### src/rtl/pfw_pkg.sv
package pfw_pkg;
  typedef enum logic [1:0] {
    RGN_ROM = 2'd0,
    RGN_RAM = 2'd1,
    RGN_EXT = 2'd2
  } rgn_e;
endpackage

### src/rtl/pfw_region_decode.sv
module pfw_region_decode #(
  parameter int          ADDR_W   = 16,
  parameter int unsigned ROM_SIZE = 1024,
  parameter int unsigned RAM_BASE = 'hF000
) (
  input  logic [ADDR_W-1:0] addr,
  output pfw_pkg::rgn_e     rgn
);
  localparam logic [ADDR_W:0] ROM_LIM = (ADDR_W+1)'(ROM_SIZE);
  localparam logic [ADDR_W:0] RAM_LO  = (ADDR_W+1)'(RAM_BASE);

  logic below_rom;
  logic above_ram;

  always_comb begin
    below_rom = ({1'b0, addr} < ROM_LIM);
    above_ram = ({1'b0, addr} >= RAM_LO);
    if (below_rom)      rgn = pfw_pkg::RGN_ROM;
    else if (above_ram) rgn = pfw_pkg::RGN_RAM;
    else                rgn = pfw_pkg::RGN_EXT;
  end
endmodule

### src/rtl/pfw_ws_reg.sv
module pfw_ws_reg #(
  parameter int WS_W = 3
) (
  input  logic            clk,
  input  logic            rst_n,
  input  logic            we,
  input  logic [WS_W-1:0] wdata,
  output logic [WS_W-1:0] ws
);
  logic [WS_W-1:0] ws_q, ws_d;

  always_comb begin
    ws_d = ws_q;
    if (we) ws_d = wdata;
  end

  always_ff @(posedge clk or negedge rst_n) begin
    if (!rst_n) ws_q <= '1;
    else        ws_q <= ws_d;
  end

  assign ws = ws_q;

  // R5 the count leaves reset at its largest value
  a_r5_reset_max: assert property (@(posedge clk) disable iff (!rst_n)
    $rose(rst_n) |-> (ws_q == '1));
endmodule

### src/rtl/pfw_wait_seq.sv
module pfw_wait_seq #(
  parameter int WS_W = 3
) (
  input  logic            clk,
  input  logic            rst_n,
  input  logic            start,
  input  logic            is_ext,
  input  logic [WS_W-1:0] ws_cfg,
  input  logic            ext_ready,
  output logic            busy,
  output logic            stall,
  output logic            done
);
  logic            busy_q, busy_d;
  logic [WS_W-1:0] cnt_q, cnt_d;
  logic [WS_W-1:0] cnt_load;
  logic            ws_zero;

  always_comb begin
    ws_zero  = (ws_cfg == '0);
    cnt_load = ws_zero ? '0 : WS_W'(ws_cfg - 1'b1);
    busy_d   = busy_q;
    cnt_d    = cnt_q;
    done     = 1'b0;
    stall    = 1'b0;
    if (!busy_q) begin
      if (start) begin
        done  = !is_ext || (ws_zero && ext_ready);
        stall = !done;
        if (!done) begin
          busy_d = 1'b1;
          cnt_d  = cnt_load;
        end
      end
    end else begin
      done  = (cnt_q == '0) && ext_ready;
      stall = !done;
      if (cnt_q != '0)    cnt_d  = WS_W'(cnt_q - 1'b1);
      else if (ext_ready) busy_d = 1'b0;
    end
  end

  always_ff @(posedge clk or negedge rst_n) begin
    if (!rst_n) begin
      busy_q <= 1'b0;
      cnt_q  <= '0;
    end else begin
      busy_q <= busy_d;
      cnt_q  <= cnt_d;
    end
  end

  assign busy = busy_q;

  // checker state: stall cycles of the current fetch and its count
  logic [7:0]      run_q;
  logic [WS_W-1:0] ws_at_start_q;
  always_ff @(posedge clk or negedge rst_n) begin
    if (!rst_n) begin
      run_q         <= '0;
      ws_at_start_q <= '0;
    end else begin
      if (start && !busy_q) ws_at_start_q <= ws_cfg;
      if (done)                   run_q <= '0;
      else if (stall && run_q != 8'hFF) run_q <= run_q + 8'd1;
    end
  end

  // R3 a stalled off-chip fetch lasts at least its programmed count
  a_r3_min_wait: assert property (@(posedge clk) disable iff (!rst_n)
    (done && busy_q) |-> (run_q >= 8'(ws_at_start_q)));

  // R4 a low ready line keeps a stalled fetch stalled
  a_r4_ready_low_holds: assert property (@(posedge clk) disable iff (!rst_n)
    (busy_q && !ext_ready) |-> stall);

  // R7 a stalled fetch ends before another can begin
  a_r7_single_done: assert property (@(posedge clk) disable iff (!rst_n)
    (busy_q && done) |=> !busy_q);
endmodule

### src/rtl/pfw_wr_gate.sv
module pfw_wr_gate #(
  parameter int          ADDR_W   = 16,
  parameter int          DATA_W   = 8,
  parameter int unsigned ROM_SIZE = 1024,
  parameter int unsigned RAM_BASE = 'hF000,
  parameter int          RAM_AW   = 12
) (
  input  logic              clk,
  input  logic              rst_n,
  input  logic              wr,
  input  logic [ADDR_W-1:0] wr_addr,
  input  logic [DATA_W-1:0] wr_data,
  output logic              we,
  output logic [RAM_AW-1:0] waddr,
  output logic [DATA_W-1:0] wdata,
  output logic              err
);
  pfw_pkg::rgn_e wr_rgn;
  logic          err_q, err_d;

  pfw_region_decode #(
    .ADDR_W  (ADDR_W),
    .ROM_SIZE(ROM_SIZE),
    .RAM_BASE(RAM_BASE)
  ) u_wr_dec (
    .addr(wr_addr),
    .rgn (wr_rgn)
  );

  always_comb begin
    we    = wr && (wr_rgn == pfw_pkg::RGN_RAM);
    err_d = wr && (wr_rgn != pfw_pkg::RGN_RAM);
    waddr = wr_addr[RAM_AW-1:0];
    wdata = wr_data;
  end

  always_ff @(posedge clk or negedge rst_n) begin
    if (!rst_n) err_q <= 1'b0;
    else        err_q <= err_d;
  end

  assign err = err_q;

  // R9 a rejected write is flagged in the next cycle
  a_r9_reject_flag: assert property (@(posedge clk) disable iff (!rst_n)
    (wr && !we) |=> err);

  // R8 the error flag never follows an accepted write
  a_r8_flag_exclusive: assert property (@(posedge clk) disable iff (!rst_n)
    err |-> ($past(wr) && !$past(we)));
endmodule

### src/rtl/pfetch_wait_ctrl.sv
module pfetch_wait_ctrl #(
  parameter int          ADDR_W   = 16,
  parameter int          DATA_W   = 8,
  parameter int          WS_W     = 3,
  parameter int unsigned ROM_SIZE = 1024,
  parameter int unsigned RAM_BASE = 'hF000,
  localparam int         ROM_AW   = $clog2(ROM_SIZE),
  localparam int         RAM_AW   = $clog2((1 << ADDR_W) - RAM_BASE)
) (
  input  logic              clk,
  input  logic              rst_n,
  input  logic              fetch_req,
  input  logic [ADDR_W-1:0] fetch_addr,
  input  logic              ws_we,
  input  logic [WS_W-1:0]   ws_wdata,
  input  logic              ext_ready,
  input  logic [DATA_W-1:0] rom_rdata,
  input  logic [DATA_W-1:0] ram_rdata,
  input  logic [DATA_W-1:0] ext_rdata,
  output logic [ROM_AW-1:0] rom_addr,
  output logic [RAM_AW-1:0] ram_addr,
  output logic [ADDR_W-1:0] ext_addr,
  output logic              fetch_stall,
  output logic              fetch_valid,
  output logic [DATA_W-1:0] fetch_data,
  input  logic              pm_wr,
  input  logic [ADDR_W-1:0] pm_wr_addr,
  input  logic [DATA_W-1:0] pm_wr_data,
  output logic              ram_we,
  output logic [RAM_AW-1:0] ram_waddr,
  output logic [DATA_W-1:0] ram_wdata,
  output logic              pm_wr_err
);
  // reset: asserted at once, released on a clock edge
  logic [1:0] rst_sync_q;
  logic       rst_int_n;
  always_ff @(posedge clk or negedge rst_n) begin
    if (!rst_n) rst_sync_q <= 2'b00;
    else        rst_sync_q <= {rst_sync_q[0], 1'b1};
  end
  assign rst_int_n = rst_sync_q[1];

  logic [WS_W-1:0]   ws_cur;
  logic              busy, done, start;
  logic [ADDR_W-1:0] addr_q, addr_d, cur_addr;
  pfw_pkg::rgn_e     cur_rgn;
  logic [DATA_W-1:0] data_q, data_d, sel_data;
  logic              valid_q;

  pfw_ws_reg #(.WS_W(WS_W)) u_ws (
    .clk  (clk),
    .rst_n(rst_int_n),
    .we   (ws_we),
    .wdata(ws_wdata),
    .ws   (ws_cur)
  );

  pfw_region_decode #(
    .ADDR_W  (ADDR_W),
    .ROM_SIZE(ROM_SIZE),
    .RAM_BASE(RAM_BASE)
  ) u_fetch_dec (
    .addr(cur_addr),
    .rgn (cur_rgn)
  );

  pfw_wait_seq #(.WS_W(WS_W)) u_seq (
    .clk      (clk),
    .rst_n    (rst_int_n),
    .start    (start),
    .is_ext   (cur_rgn == pfw_pkg::RGN_EXT),
    .ws_cfg   (ws_cur),
    .ext_ready(ext_ready),
    .busy     (busy),
    .stall    (fetch_stall),
    .done     (done)
  );

  pfw_wr_gate #(
    .ADDR_W  (ADDR_W),
    .DATA_W  (DATA_W),
    .ROM_SIZE(ROM_SIZE),
    .RAM_BASE(RAM_BASE),
    .RAM_AW  (RAM_AW)
  ) u_wr (
    .clk    (clk),
    .rst_n  (rst_int_n),
    .wr     (pm_wr),
    .wr_addr(pm_wr_addr),
    .wr_data(pm_wr_data),
    .we     (ram_we),
    .waddr  (ram_waddr),
    .wdata  (ram_wdata),
    .err    (pm_wr_err)
  );

  always_comb begin
    start    = fetch_req && !busy;
    cur_addr = busy ? addr_q : fetch_addr;
    addr_d   = start ? fetch_addr : addr_q;
    unique case (cur_rgn)
      pfw_pkg::RGN_ROM: sel_data = rom_rdata;
      pfw_pkg::RGN_RAM: sel_data = ram_rdata;
      default:          sel_data = ext_rdata;
    endcase
    data_d   = done ? sel_data : data_q;
    rom_addr = cur_addr[ROM_AW-1:0];
    ram_addr = cur_addr[RAM_AW-1:0];
    ext_addr = cur_addr;
  end

  always_ff @(posedge clk or negedge rst_int_n) begin
    if (!rst_int_n) begin
      addr_q  <= '0;
      data_q  <= '0;
      valid_q <= 1'b0;
    end else begin
      addr_q  <= addr_d;
      data_q  <= data_d;
      valid_q <= done;
    end
  end

  assign fetch_valid = valid_q;
  assign fetch_data  = data_q;

  // R2 on-chip fetches never stall
  a_r2_onchip_no_stall: assert property (@(posedge clk) disable iff (!rst_int_n)
    (start && cur_rgn != pfw_pkg::RGN_EXT) |-> !fetch_stall);

  // R3 a completing fetch produces a valid byte in the next cycle
  a_r3_valid_follows: assert property (@(posedge clk) disable iff (!rst_int_n)
    (fetch_req && !fetch_stall && !$past(fetch_stall) && !busy) |=> fetch_valid);

  // R11 the off-chip address is steady through a stall
  a_r11_addr_hold: assert property (@(posedge clk) disable iff (!rst_int_n)
    (busy && $past(busy)) |-> $stable(ext_addr));
endmodule

### config.mk
export PLATFORM = sky130hd
export DESIGN_NAME = pfetch_wait_ctrl
export DESIGN_NICKNAME = d
export VERILOG_FILES = /design/src/rtl/pfw_pkg.sv /design/src/rtl/pfw_region_decode.sv /design/src/rtl/pfw_ws_reg.sv /design/src/rtl/pfw_wait_seq.sv /design/src/rtl/pfw_wr_gate.sv /design/src/rtl/pfetch_wait_ctrl.sv
export SDC_FILE = /design/constraint.sdc
export NUM_CORES = 1
export LEC_CHECK = 0
export ABC_AREA = 1
export BUFFER_PORTS_ARGS = -buffer_cell sky130_fd_sc_hd__buf_2
export CAP_MARGIN = 20
export CORE_ASPECT_RATIO = 1.75
export CORE_UTILIZATION = 39
export CTS_CLUSTER_SIZE = 25
export DETAILED_ROUTE_END_ITERATION = 7
export GPL_TIMING_DRIVEN = 0
export PLACE_DENSITY_LB_ADDON = 0.25
export SETUP_SLACK_MARGIN = 0.05
export SLEW_MARGIN = 20
export SYNTH_ARGS = -nofsm -noshare
export SYNTH_HDL_FRONTEND = slang
export SYNTH_SLANG_ARGS = --single-unit
### constraint.sdc
create_clock -name clk -period 1.6 [get_ports clk]
set_input_delay 0.4 -clock clk [delete_from_list [all_inputs] [get_ports clk]]
set_output_delay 0.4 -clock clk [all_outputs]
set_load 0.03 [all_outputs]
==> out/results.tsv, run 1 <==
metric	value	unit
status	finished with violations	
violations	setup timing	
postLayoutCellArea	3920	um^2
yosys.area_share.xor_xnor	0	%
cts_tree	built	
die_x	60.2	um
path_class	reg2out	
start_util	41.0	%
syn_to_final_growth	69.6	%
netlist_top_cells_count	nand2_1, buf_4, nand3_1	
grt_antenna_before_repair	0	
fillers	452	
grt_start_max_net_pins	34	
yosysMostFrequentCell	nand2_1	
p_leak	2.09	nW
wire_per_inst	13.0	um
drv_cap	0	
yosysSeqAreaShare	38.1	%
port_buffers	122	
grt_pass1_vias	2418	
finalWirelength	6710	um
core	5630	um^2
first_pass_iters	4	
synth_top_family_by_area	simple AND/OR/NAND/NOR gates	
syn_inst	298	
drv_slew	0	
antenna_cells	0	
fin_crit_sh	133	%
cp.arrival	1730	ps
synth_top_area_share	34.7	%
rsz0062_at_grt	yes	
synth_async_sr_flop_share	100	%
p_per_area	2310	nW/um^2
synth_fp_nets	375	
synth_top_cell_by_area	dfrtp_1	
max-vdd-ir-drop	0.967	mV
ys_ff_latch	35	
synth-compound-area-share	6.94	%
hpwl	4670	um
worst_clock_skew	4.96	ps
clk_latency	280	ps
num_rows	36	
cp_max_fo	8	
critPathLaunchType	register	
drtIter0Drc	72	
clock_sinks	35	
pin_count	143	
synth_area_leaders	dfrtp_1, nand2_1, buf_4	
place_congestion	0.731	
muxShareOfSynthArea	0.976	%
slew_headroom	50.3	%
worstPathRequired	1200	ps
fmax	0.470	GHz
yosysUniqueCellTypes	30	
setup_slack	-530	ps
setup_viol	51	
drc_errors	0	
track_usage	21.7	%
worst_pin_slew	745	ps
yosys.area_share.simple	30.8	%
cp_cell_sequence	buf_6 -> inv_4 -> buf_12 -> nand2_8 -> nand2_8 -> inv_4 -> nor2_4 -> nand2_2 -> buf_8 -> nand4_4 -> o21ai_4 -> buf_6	
finalSetupTns	-12380	ps
cpMaxStageDelayCell	dfrtp_1	
root_buffer	clkbuf_8	
die-area	6240	um^2
vias	2463	
numCtsBuffers	5	
synth_fa_ha_area_share	2.17	%
end_kind	output port	
synth_edf_count	0	
grt_pass1_wl	10400	um
syn_area	2310	um^2
worst_path_largest_cell_delay	370	ps
grt-ovfl-total	0	
hold_viol_final	0	
drive_gt1_share	56.6	%
ys.flop_type	dfrtp_1	
vias_per_cell	4.75	
htree_num_levels	2	
dpl-instance-area	3310	um^2
ant_nets	0	
yosys_warnings	0	
min_path_type	reg2async	
cts.clk_slew.worst_paths	70	ps
nets	518	
ctsLongestPathBuffers	2	
fin_crit	2130	ps
synth.avg_cell_area	7.75	um^2
chipHeight	104	um
layout make-up:
cell class / count / area, um^2 / share of cell area [%]
Multi-Input combinational cell: 186 / 1230 / 31.4
Sequential cell: 35 / 881 / 22.5
Tap cell: 76 / 95.1 / 2.43
Timing Repair Buffer: 136 / 985 / 25.1
Buffer: 51 / 515 / 13.2
Inverter: 26 / 110 / 2.81
Clock buffer: 8 / 100 / 2.56
state kept, by name, summed over array words and instances (netlist names):
name / count
rst_sync_q: 2
u_seq.busy: 1
u_wr.err: 1
u_ws.ws: 3
fetch_valid: 1
addr_q: 16
fetch_data: 8
u_seq.cnt_q: 3
metrics by stage:
stage	total power [mW]	utilization, %	setup WS, ps	hold WS (ps)	cells
3_3_place_gp	6.75	58.7	-444	186	496
4_1_cts	8.67	67.4	-524	343	512
6_report	9.06	69.6	-530	333	518
3_5_place_dp	6.84	58.7	-466	189	496
2_1_floorplan	5.72	-	-161	104	298
5_1_grt	9.58	69.6	-615	349	518
critical path: cells and delay by family (launching register included):
kind                   cells  cell delay, ps
buffers and inverters      6             640
AND/OR/NAND/NOR            5             370
flip-flops                 1             370
AO/OA/AOI/OAI              1              60
cells in the final DEF (no fill, tap or decap), types with 2 or more instances in the layout:
cell type and n:
dfrtp_1 31, nand2_4 7, buf_2 84, o21ai_1 2
nand2_2 10, nand2_1 75, buf_6 65, buf_4 30
nand3_1 35, dfstp_2 3, buf_8 4, nor2_1 4
o21ai_2 2, mux2_2 2, a21oi_1 2, o21ai_0 12
nand2_8 5, nor2_4 6, inv_4 3, ha_1 4
clkbuf_8 7, inv_1 21, o21ai_4 11
where the power goes:
part           total [mW]  switching, mW  internal (mW)  leakage (nW)
Clock               0.710          0.317          0.393        0.0515
Sequential           1.48          0.233           1.25         0.426
Combinational        6.87           3.80           3.08          1.61
per-layer routing:
layer  wire (um)  GRT usage [%]  up-vias
li1            -              -     1181
met1        2200           20.8     1155
met2        3950           41.8      118
met3         450           3.62        9
met4         110           8.97        0
met5           0              0        -
path summary, 6_finish.rpt:
path	to	cells past startpoint	slack, ps	from
max in group asynchronous	fetch_data[5]	0	780	rst_sync_q[1]
worst min register to register	fetch_data[3]	0	330	rst_sync_q[1]
min in group clk	u_ws.ws[1]	2	350	ws_wdata[1]
worst max register to register	fetch_data[5]	13	-190	u_seq.busy
worst min-delay path	fetch_data[3]	0	330	rst_sync_q[1]
worst max-delay path	fetch_stall	12	-530	u_seq.busy
kinds of logic after synthesis:
kind of cell / after synthesis
compound gates: 31
fa+ha+maj: 4
buf+inv: 77
flops: 35
mux: 2
other cells: 1
simple gates: 148
what timing repair did:
item                       4_1_cts  5_1_grt
gates cloned                     0        1
buffers inserted                 7        7
pin swaps                        3        3
hold endpoints to repair         2        0
hold buffers                     1        0
setup endpoints to repair       65       63
gates resized for setup        101       25
Power figures use the tool's default switching activity.
==> run 2, diff against run 1 <==
- BUFFER_PORTS_ARGS: -buffer_cell sky130_fd_sc_hd__buf_2 -> not set
- CORE_ASPECT_RATIO: 1.75 -> 1.4
- CORE_UTILIZATION: 39 -> 50
- DONT_BUFFER_PORTS: not set -> 1
- SYNTH_HIERARCHICAL: not set -> 1
==> out/results.tsv, run 2 <==
metric	value	unit
ctsLongestPathBuffers	2	
start_util	53.5	%
worst_path_largest_cell_delay	460	ps
pin_count	143	
port_buffers	0	
ys.flop_type	dfrtp_1	
largest-register	addr_q	
ys_ff_latch	35	
min_path_type	in2reg	
die-area	4890	um^2
synth.avg_cell_area	7.58	um^2
root_buffer	clkbuf_8	
grt_pass1_wl	7900	um
fmax	0.391	GHz
place_congestion	0.763	
first_pass_iters	4	
seqCellArea	882	um^2
core	4310	um^2
path_class	reg2out	
clock_sinks	35	
hpwl	3520	um
violations	setup timing	
worst_clock_skew	12.5	ps
num_rows	28	
cp.arrival	2160	ps
status	finished with violations	
htree_num_levels	2	
numCtsBuffers	5	
yosys_warnings	6	
hold_slack	188	ps
yosysMostFrequentCell	nand2_1	
dpl-instance-area	2530	um^2
wire_per_inst	14.0	um
grt_antenna_before_repair	0	
vias	2005	
synth_top_area_share	34.7	%
drive_gt1_share	43.4	%
syn_inst	304	
finalSetupTns	-19610	ps
yosysUniqueCellTypes	23	
fin_crit_sh	160	%
syn_area	2300	um^2
synth_area_leaders	dfrtp_1, buf_4, nand2_1	
grt_start_max_net_pins	34	
setup_slack	-956	ps
fin_crit	2560	ps
clk_latency	290	ps
vias_per_cell	5.11	
fillers	344	
chipHeight	82.3	um
slew_headroom	49.9	%
cp.buffers_inverters	4	
synth_async_sr_flop_share	100	%
critPathLaunchType	register	
drv_cap	0	
netlist_top_cells_count	nand2_1, buf_4, inv_1	
postLayoutCellArea	3120	um^2
end_kind	output port	
synth_top_cell_by_area	dfrtp_1	
rsz0062_at_grt	yes	
path_delay_family	simple AND/OR/NAND/NOR gates	
synth_fp_nets	381	
syn_to_final_growth	35.2	%
cts.clk_slew.worst_paths	70	ps
drc_errors	0	
max-vdd-ir-drop	1.33	mV
cp_max_fo	8	
drv_slew	0	
p_leak	1.52	nW
die_x	59.4	um
post-place-ws	-988	ps
final_common_cell	nand2_1	
largest_reg_flops	16	
final_cell_mix	nand2_1, inv_1, buf_6	
synth_edf_count	0	
setup_viol	52	
grt_pass1_vias	1816	
cp_cell_sequence	clkbuf_16 -> o21ai_4 -> nor2_2 -> nand3_1 -> nand2_1 -> inv_1 -> buf_6 -> clkinv_8 -> nor2_4 -> nand4_1 -> nand2_4	
hold_viol_final	0	
worst_pin_slew	751	ps
yosysSeqAreaShare	38.2	%
ant_nets	0	
p_per_area	2390	nW/um^2
finalWirelength	5500	um
nets	408	
grt-ovfl-total	0	
multi_input_area	1170	um^2
cts_tree	built	
track_usage	21.9	%
worstPathRequired	1200	ps
antenna_cells	0	
drtIter0Drc	64	
cpMaxStageDelayCell	dfrtp_2	
-- run 2: cell type report --
cell class / instances / area share [%]
flip-flops and latches: 35 / 28.3
inverters: 41 / 5.50
plain buffers: 51 / 16.2
clock buffers: 7 / 2.77
well taps: 60 / 2.41
clock inverters: 1 / 0.161
repair buffers: 20 / 6.95
multi-input cells: 177 / 37.7
-- run 2: through the flow --
stage          std cells  util (%)  power (mW)
2_1_floorplan        304         -        5.11
3_3_place_gp         364      58.7        5.48
3_5_place_dp         364      58.7        5.53
4_1_cts              388      69.0        7.09
5_1_grt              392      72.3        7.86
6_report             392      72.3        7.45
-- run 2: cells by family (layout without fill, tap and decap cells) --
group	after synthesis	count (layout)	synth area share, %
and+or+nand+nor	125	125	23.5
AOI/OAI and AO/OA	47	47	13.0
adders and majority gates	4	4	2.17
DFF	35	35	38.2
buffers and inverters	92	120	23.1
other	1	1	0.163
-- run 2: path summary, 6_finish.rpt --
path	from	to	slack, ps	depth (start not counted)
worst min register to register	rst_sync_q[1]	addr_q[11]	340	0
worst min-delay path	ws_we	u_ws/ws[2]	190	2
worst max register to register	u_seq/busy	fetch_data[5]	-730	16
min in group asynchronous	rst_sync_q[1]	addr_q[11]	340	0
max in group asynchronous	rst_sync_q[1]	u_seq/busy	730	0
worst max-delay path	u_seq/busy	fetch_stall	-960	11
-- run 2: metal layers --
layer  vias up  part of all wire (%)  routed length (um)  track usage [%]
li1        964                     -                   -                -
met1       927                    35                1950             22.0
met2       102                    54                2990             41.3
met3        12                   7.4                 407             5.14
met4         0                   2.7                 146             10.5
met5         -                     0                   0                0
-- run 2: worst register-to-register path: stages, from the launching register on --
cell and delay, ps:
dfrtp_2 460, clkbuf_16 190, o21ai_4 290, nand4_1 160
nand2_1 100, inv_1 50, buf_6 120, clkinv_8 40
nor2_4 30, nand2_2 70, nand3_2 90, o21ai_4 140
clkinv_4 160, a21oi_1 150, nand3_1 80, nand2_1 70
inv_1 40
-- run 2: timing repair --
action                     in CTS  in global routing
setup buffers                  16                  4
gates resized for setup        60                 36
cloned                          0                  0
hold buffers                    1                  0
pin swaps                      20                 21
setup endpoints to repair      52                 53
hold endpoints to repair        2                  0
-- run 2: report_power, final --
group	total, mW	internal [mW]	switching [mW]
Combinational	5.03	2.04	3.00
Sequential	1.75	1.27	0.482
Clock	0.665	0.347	0.318
